--- config.mk ---
export PLATFORM = sky130hd
export DESIGN_NAME = tvh_port
export DESIGN_NICKNAME = d
export VERILOG_FILES = /design/src/rtl/tvh_pkg.sv /design/src/rtl/tvh_decode.sv /design/src/rtl/tvh_fetch.sv /design/src/rtl/tvh_port.sv
export SDC_FILE = /design/constraint.sdc
export NUM_CORES = 1
export LEC_CHECK = 0
export BUFFER_PORTS_ARGS = -buffer_cell sky130_fd_sc_hd__buf_2
export CAP_MARGIN = 40
export CORE_MARGIN = 8
export CORE_UTILIZATION = 41
export CTS_CLUSTER_SIZE = 20
export DETAILED_ROUTE_END_ITERATION = 7
export PLACE_DENSITY = 0.67
export SYNTH_ARGS = -nofsm -noshare
export SYNTH_HDL_FRONTEND = slang
export SYNTH_SLANG_ARGS = --single-unit
--- constraint.sdc ---
create_clock -name clk -period 2.25 [get_ports clk]
set_clock_uncertainty 0.05 [all_clocks]
set_input_delay 0.225 -clock clk [delete_from_list [all_inputs] [get_ports clk]]
set_output_delay 0.225 -clock clk [all_outputs]
set_load 0.02 [all_outputs]
--- src/rtl/tvh_pkg.sv ---
package tvh_pkg;
   typedef enum logic [1:0] {
      SEL_HALT    = 2'd0,
      SEL_VERDICT = 2'd1,
      SEL_NAME    = 2'd2,
      SEL_NONE    = 2'd3
   } tvh_sel_e;

   localparam logic [1:0] SIZE_WORD = 2'd2;
   localparam int unsigned WIN_WORDS = 3;
endpackage

--- src/rtl/tvh_decode.sv ---
module tvh_decode
   import tvh_pkg::*;
#(
   parameter int unsigned ADDR_W = 32,
   parameter logic [ADDR_W-1:0] BASE = 32'hFFFF_0000
) (
   input  logic              write,
   input  logic [1:0]        size,
   input  logic [ADDR_W-1:0] addr,
   output tvh_sel_e          sel
);
   localparam logic [ADDR_W-1:0] WIN_BYTES = ADDR_W'(WIN_WORDS * 4);

   logic [ADDR_W-1:0] offset;
   logic              in_win, aligned, legal;

   always_comb begin
      offset  = addr - BASE;
      in_win  = offset < WIN_BYTES;
      aligned = addr[1:0] == 2'b00;
      legal   = write && (size == SIZE_WORD) && aligned && in_win;
      sel     = legal ? tvh_sel_e'(offset[3:2]) : SEL_NONE;
   end
endmodule

--- src/rtl/tvh_fetch.sv ---
module tvh_fetch #(
   parameter int unsigned ADDR_W     = 32,
   parameter int unsigned DATA_W     = 32,
   parameter int unsigned NAME_BYTES = 32
) (
   input  logic                    clk,
   input  logic                    rst_n,
   input  logic                    start,
   input  logic [ADDR_W-1:0]       ptr,
   output logic                    busy,
   output logic                    m_req,
   output logic [ADDR_W-1:0]       m_addr,
   input  logic                    m_rvalid,
   input  logic [DATA_W-1:0]       m_rdata,
   output logic [NAME_BYTES*8-1:0] name
);
   localparam int unsigned BPW   = DATA_W / 8;
   localparam int unsigned WORDS = NAME_BYTES / BPW;
   localparam int unsigned IDX_W = (WORDS > 1) ? $clog2(WORDS) : 1;
   localparam int unsigned BSH   = $clog2(BPW);
   localparam logic [IDX_W-1:0] LAST = IDX_W'(WORDS - 1);

   if ((DATA_W % 8) != 0 || (NAME_BYTES % BPW) != 0 || WORDS < 1) begin : g_bad_cfg
      $error("tvh_fetch: name length must be a whole number of bus words");
   end

   logic              busy_q;
   logic [IDX_W-1:0]  idx_q;
   logic [ADDR_W-1:0] ptr_q;
   logic              take;

   assign take   = busy_q && m_rvalid;
   assign busy   = busy_q;
   assign m_req  = busy_q;
   assign m_addr = ptr_q + (ADDR_W'(idx_q) << BSH);

   always_ff @(posedge clk or negedge rst_n) begin
      if (!rst_n) begin
         busy_q <= 1'b0;
         idx_q  <= '0;
         ptr_q  <= '0;
      end else if (start && !busy_q) begin
         busy_q <= 1'b1;
         idx_q  <= '0;
         ptr_q  <= ptr;
      end else if (take) begin
         idx_q <= idx_q + 1'b1;
         if (idx_q == LAST) busy_q <= 1'b0;
      end
   end

   for (genvar w = 0; w < WORDS; w++) begin : g_word
      logic [DATA_W-1:0] word_q;
      logic [DATA_W-1:0] next_word;
      if (w == WORDS - 1) begin : g_term
         assign next_word = {8'h00, m_rdata[DATA_W-9:0]};
      end else begin : g_plain
         assign next_word = m_rdata;
      end
      always_ff @(posedge clk or negedge rst_n) begin
         if (!rst_n) word_q <= '0;
         else if (take && idx_q == IDX_W'(w)) word_q <= next_word;
      end
      assign name[w*DATA_W +: DATA_W] = word_q;
   end
endmodule

--- src/rtl/tvh_port.sv ---
module tvh_port
   import tvh_pkg::*;
#(
   parameter int unsigned ADDR_W     = 32,
   parameter int unsigned DATA_W     = 32,
   parameter int unsigned NAME_BYTES = 32,
   parameter logic [ADDR_W-1:0] BASE = 32'hFFFF_0000
) (
   input  logic                    clk,
   input  logic                    rst_n,
   input  logic                    s_valid,
   output logic                    s_ready,
   input  logic                    s_write,
   input  logic [1:0]              s_size,
   input  logic [ADDR_W-1:0]       s_addr,
   input  logic [DATA_W-1:0]       s_wdata,
   output logic                    s_err,
   output logic                    m_req,
   output logic [ADDR_W-1:0]       m_addr,
   input  logic                    m_rvalid,
   input  logic [DATA_W-1:0]       m_rdata,
   output logic                    shutdown_o,
   output logic                    result_valid,
   output logic                    result_fail,
   output logic [DATA_W-1:0]       result_code,
   output logic [NAME_BYTES*8-1:0] result_name,
   output logic                    dump_req
);
   if (DATA_W != 32) begin : g_bad_width
      $error("tvh_port: the register slave is defined for 32-bit data");
   end
   if (BASE[3:0] != 4'h0) begin : g_bad_base
      $error("tvh_port: BASE must be aligned to 16 bytes");
   end

   tvh_sel_e sel;
   logic     busy, taken;

   assign s_ready = !busy;
   assign taken   = s_valid && s_ready;

   tvh_decode #(.ADDR_W(ADDR_W), .BASE(BASE)) u_dec (
      .write (s_write),
      .size  (s_size),
      .addr  (s_addr),
      .sel   (sel)
   );

   tvh_fetch #(.ADDR_W(ADDR_W), .DATA_W(DATA_W), .NAME_BYTES(NAME_BYTES)) u_fetch (
      .clk      (clk),
      .rst_n    (rst_n),
      .start    (taken && sel == SEL_NAME),
      .ptr      (s_wdata),
      .busy     (busy),
      .m_req    (m_req),
      .m_addr   (m_addr),
      .m_rvalid (m_rvalid),
      .m_rdata  (m_rdata),
      .name     (result_name)
   );

   logic              halt_q, res_q, fail_q, err_q;
   logic [DATA_W-1:0] verdict_q;

   always_ff @(posedge clk or negedge rst_n) begin
      if (!rst_n) begin
         halt_q    <= 1'b0;
         res_q     <= 1'b0;
         fail_q    <= 1'b0;
         err_q     <= 1'b0;
         verdict_q <= '0;
      end else begin
         halt_q <= taken && sel == SEL_HALT;
         res_q  <= taken && sel == SEL_VERDICT;
         err_q  <= taken && sel == SEL_NONE;
         if (taken && sel == SEL_VERDICT) begin
            verdict_q <= s_wdata;
            fail_q    <= |s_wdata;
         end
      end
   end

   assign shutdown_o   = halt_q;
   assign result_valid = res_q;
   assign result_fail  = fail_q;
   assign result_code  = verdict_q;
   assign dump_req     = res_q && fail_q;
   assign s_err        = err_q;
endmodule

==> Word-level counts from Yosys, hierarchy flattened <==
Index checks and enable logic that the tools add are counted.
{ "word_totals": {"inputBits": 103, "out_inout_bits": 327, "ff_bits": 320, "wordCells": 64} }
{ "op_classes": {"n_addsub": 3, "eq_ne": 11, "n_reduce_logical": 27, "muxes": 6, "n_lt_le_gt_ge": 1} }
{ "op_table": {"columns": ["cell", "count"], "rows": [
  ["adder 32 x 5 -> 32 bit", 1],
  ["less-than comparator 32 x 4 -> 1 bit (second input constant)", 1],
  ["OR reduction 32 bit", 1],
  ["subtractor 32 bit (second input constant)", 1],
  ["logical AND 1 bit", 19],
  ["equality test 3 bit (second input constant)", 4],
  ["equality test 2 bit (second input constant)", 3],
  ["equality test 3 x 2 -> 1 bit (second input constant)", 2],
  ["2-to-1 mux 3 bit", 2],
  ["logical NOT 2 bit", 2],
  ["nonzero test 2 bit", 2],
  ["adder 3 x 1 -> 3 bit (second input constant)", 1],
  ["equality test 3 x 1 -> 1 bit (second input constant)", 1],
  ["logical NOT 3 bit", 1],
  ["2-to-1 mux 1 bit", 3],
  ["equality test 2 x 1 -> 1 bit (second input constant)", 1],
  ["2-to-1 mux 2 bit", 1],
  ["AND reduction 2 bit", 1],
  ["logical NOT 1 bit", 1]
]} }

==> Longest topological paths before layout <==
{ "logic_depth": {"ltp_word": 10, "ltp_mapped": 7, "mapped_depth_nobuf": 7} }

==> Modules after synthesis <==
From an unflattened synthesis, not the netlist that was laid out.
{ "unflattened": {"hier_cells": 834, "hier_area_um2": 13088.8} }
{ "by_module_without_submodules": {"columns": ["mod", "n_inst", "cells_each", "seq_area_each_um2", "area_per_inst_um2"], "rows": [
  ["tvh_fetch", 1, 729, 7106.8, 11418.5],
  ["tvh_port", 1, 92, 900.9, 1576.5],
  ["tvh_decode", 1, 13, 0.0, 93.8]
]} }

==> Worst setup path before layout <==
Ideal clock, no wire load.
{ "synth_timing": {"path_type": "input to register", "startpoint": "input s_size[0]", "endpoint": "register verdict_q[10], in the netlist result_code[10]", "stages": 6, "slack_ns": -0.349, "required_time_ns": 2.075, "setup_ns": 0.125, "arrival_ns": 2.423, "cell_sequence": "or4_1 > or4_4 > or4_1 > buf_6 > buf_12 > mux2_4"} }
{ "synth_via": {"elab_chain_cells": 7} }
{ "synth_lines": {"columns": ["item", "line_no", "source"], "rows": [
  ["start, declared", "tvh_port.sv:14", "input logic [1:0] s_size,"],
  ["equality test 2 bit", "tvh_decode.sv:21", "legal = write && (size == SIZE_WORD) && aligned && in_win;"],
  ["logical AND 1 bit (3 in series)", "tvh_decode.sv:21", null],
  ["2-to-1 mux 2 bit", "tvh_decode.sv:22", "sel = legal ? tvh_sel_e'(offset[3:2]) : SEL_NONE;"],
  ["equality test 2 x 1 -> 1 bit", "tvh_port.sv:76", "if (taken && sel == SEL_VERDICT) begin"],
  ["logical AND 1 bit", "tvh_port.sv:76", null],
  ["end signal, assigned", "tvh_port.sv:77", "verdict_q <= s_wdata;"],
  ["end, declared", "tvh_port.sv:63", "logic [DATA_W-1:0] verdict_q;"]
]} }
Every way passes these cells.
A chain may end at the register's enable or synchronous reset.

==> Worst setup path in the final report <==
{ "layout_timing": {"startpoint": "register u_fetch.ptr_q[2]", "endpoint": "output m_addr[26]"} }
{ "layout_via": {"elab_chain_cells": 1} }
{ "layout_lines": {"columns": ["item", "line_no", "source"], "rows": [
  ["start, declared", "tvh_fetch.sv:29", "logic [ADDR_W-1:0] ptr_q;"],
  ["start signal, assigned", "tvh_fetch.sv:45", "ptr_q <= ptr;"],
  ["adder 32 x 5 -> 32 bit", "tvh_fetch.sv:35", "assign m_addr = ptr_q + (ADDR_W'(idx_q) << BSH);"],
  ["end, declared", "tvh_port.sv:19", "output logic [ADDR_W-1:0] m_addr,"]
]} }
Every way passes these cells.

==> flow_summary.toml <==
[run_status]
status = "finished, violations left"
violations = "setup timing"

[yosys]
seq_area_frac_synth_pct = 61.6
synth-compound-area-share_pct = 0.549
synth_top_area_share_pct = 61.6
yosysTopAreaCell = "dfrtp_1"
ys_seq_elements = 320
yosys.area_share.simple_pct = 4.50
synth_adder_area_share_pct = 1.02
ys_warn_count = 0
postSynthCellCount = 839
synth_xor_area_share_pct = 1.96
synthesis.area_sq_um = 13000
synth_cell_types = 40
synth_mux_area_share_pct = 27.9
synth.area.top_cells = "dfrtp_1, mux2_2, mux2_4"
synth_top_family_by_area = "multiplexers"
syn_area_per_cell_sq_um = 15.5

[power_and_ir_drop]
power_density_nw_per_um2 = 646
p_comb_share_pct = 3.6
switching_share_pct = 21.3
leakagePower_nw = 10.4
p_int_mw = 9.17
p_seq_share_pct = 49.4
clockPowerShare_pct = 47.0
p_switching_mw = 2.49
ir_drop_v = 0.000593
total_power_mw = 11.7

[final_layout]
n_fill_cell = 2504
drive_above_1_share_pct = 65.1
stdcell_count = 1782
fin_util_pct = 57.5
nets = 1473
antenna_cells = 0
syn_to_final_growth_pct = 38.9

[floorplanning]
die_w_um = 194
die_area_sq_um = 37600
initial_utilization_pct = 41.4
core-area_sq_um = 31400
ios = 430
rows = 65
fp.dieH_um = 194

[clock_network]
cts_max_path_buffers = 3
clk_pin_slew_worst_paths_ps = 60
cts_buffers = 35
clk_latency_ps = 500
root_buffer = "clkbuf_16"
cts_tree = "done"
clock-sinks = 320
h-tree-depth = 2

[placement]
place_inst = 1665
dp_slack_ps = -321
gp_congestion = 0.840
port-buffer-count = 421
dpl.hpwl_um = 27200

[timing]
fmax_mhz = 352
rsz0062_at_grt = "yes"
fin_ws_ps = -593
tightest_slew_ps = 530
finalHoldViolCount = 0
finalCriticalPeriod_ps = 2840
worst_hold_slack_ps = 19.8
setup_violations = 26
slew_headroom_pct = 64.6
min_period_over_period_pct = 126
maxSlewViolCount = 0

[routing]
detail_route.first_pass.iterations = 6
wire_per_inst_um = 22.0
drc = 0
drtIter0Drc = 327
ant_nets = 0
detail_route.wirelength_um = 39200
routed-via-count = 8985
viasPerCell = 5.04

[grt]
antenna_found_initial = 0
grt_use_total_pct = 20.1
grt_pass1_vias = 9848
grt_max_degree = 66
grt_overflow_total = 0
grt_pass1_wl_um = 60200

[worst_setup_path]
crit_type = "reg -> out"
rr_startpoint = "u_fetch.busy"
critPathLaunchType = "flop"
worst-r2r-cell-count = 5
crit_path_end_kind = "output port"
crit_fanout = 4
cp-startpoint = "u_fetch.ptr_q[2]"
cp.required_ps = 1980
crit_arrival_ps = 2570

[worst_hold_path]
min-delay-start = "m_rdata[4]"
hold_depth = 2
holdCritPathClass = "in -> reg"

[flow_run]
drv_cap = 0
## power groups by stage
stage	Clock [mW]	Sequential, mW	Combinational (mW)
global route	5.85	5.75	0.465
global placement	0	5.86	0.356
detailed placement	0	5.86	0.358
finish	5.48	5.76	0.416
CTS	5.64	5.76	0.423
floorplan	0	5.86	0.0439
## stage by stage
stage | setup TNS, ps | cell area, sq um
global route | -11860 | 18000
detailed placement | -17590 | 15800
CTS | -8810 | 17800
global placement | -15770 | 15800
floorplan | -11580 | 13000
finish | -9410 | 18000
## layer usage
metal  vias to the layer above  wire length, um  GRT usage [%]
met5                         -                0              0
met4                         0              610           4.16
met3                        48             3110           7.05
met2                       315            19400           33.8
met1                      4614            16100           24.7
li1                       4008                -              -
## final timing paths
kind	end	slack, ps
worst max-delay path	m_addr[26]	-590
worst min-delay path	u_fetch.g_word[7].word_q[4]	20
worst max register to register	result_code[28]	130
worst min register to register	u_fetch.g_word[4].word_q[31]	450
max in group asynchronous	u_fetch.g_word[7].word_q[1]	1070
min in group asynchronous	u_fetch.g_word[7].word_q[22]	240
## cell families after synthesis
family / Yosys count
xor+xnor: 29
other cells: 1
buf+inv: 56
compound gates: 11
mux: 313
simple gates: 99
flops: 320
fa+ha+maj: 10
## cells in the final DEF, fill, tap and decap left out, drive strengths merged
cell           n
nand3         17
and3           5
nand4         18
nor3           1
and4           3
dlygate4sd3   48
mux2         312
ha             9
nor2          10
buf          473
o21ai          2
nor4b          1
clkbuf        48
fa             1
or3b           1
bufinv         1
a21oi          4
inv           13
o211ai         1
mux2i          1
dfrtp        320
a211oi         1
nor2b          3
o211a          1
nor4          15
clkinv         7
a21o           1
nor4bb         2
nand2         13
or2            2
o2111ai        1
or4            5
xor2           4
conb           8
and2           3
xnor2         25
## area by class of cell
type                            instances  area (sq um)  share of cell area (%)
Sequential cell                       320          8010                    44.4
Multi-Input combinational cell        470          5130                    28.4
Timing Repair Buffer                  521          3250                    18.0
Clock buffer                           48          1020                    5.63
Tap cell                              402           503                    2.79
Clock inverter                          9          85.1                   0.472
Inverter                               12          45.0                   0.250
## sequential cells by signal, indices dropped and copies added (netlist names), 3 cells and up
| register | flops |
|---|---|
| result_code | 32 |
| u_fetch.g_word.word_q | 248 |
| u_fetch.idx_q | 3 |
| u_fetch.ptr_q | 32 |
## worst max-delay path: stages, from the launching register on
cell and delay (ps):
dfrtp_1 360, ha_2 190, inv_2 40, fa_2 360, nor2b_4 130, o211ai_1 210
nor4_1 360, xor2_1 230, buf_4 180
## synthesized netlist by cell type
cell	instances
ha_1	9
conb_1	1
o211a_1	1
nor2b_1	3
mux2_2	284
buf_1	8
inv_1	12
o211ai_1	1
and3_1	5
xnor2_1	25
or4_1	4
nand2_1	13
nor4_4	1
or2_2	2
fa_1	1
nor2_1	10
mux2_4	28
buf_4	10
xor2_1	4
and2_1	3
a21oi_1	4
o21ai_0	2
nor4b_1	1
clkbuf_1	19
or4_4	1
buf_12	3
o2111ai_1	1
buf_2	3
dfrtp_1	320
nand4_1	18
a21o_1	1
and4_1	3
a211oi_1	1
nor4bb_1	2
nand3_1	17
mux2i_1	1
or3b_2	1
buf_6	1
nor4_1	14
nor3_1	1
## timing repair
action	CTS	global route
setup endpoints to repair	28	29
setup buffers	7	4
cloned	1	0
hold endpoints to repair	190	0
pin swaps	25	16
gates resized for setup	80	33
hold buffers	48	0
No activity file was read; power rests on OpenSTA's default activity.
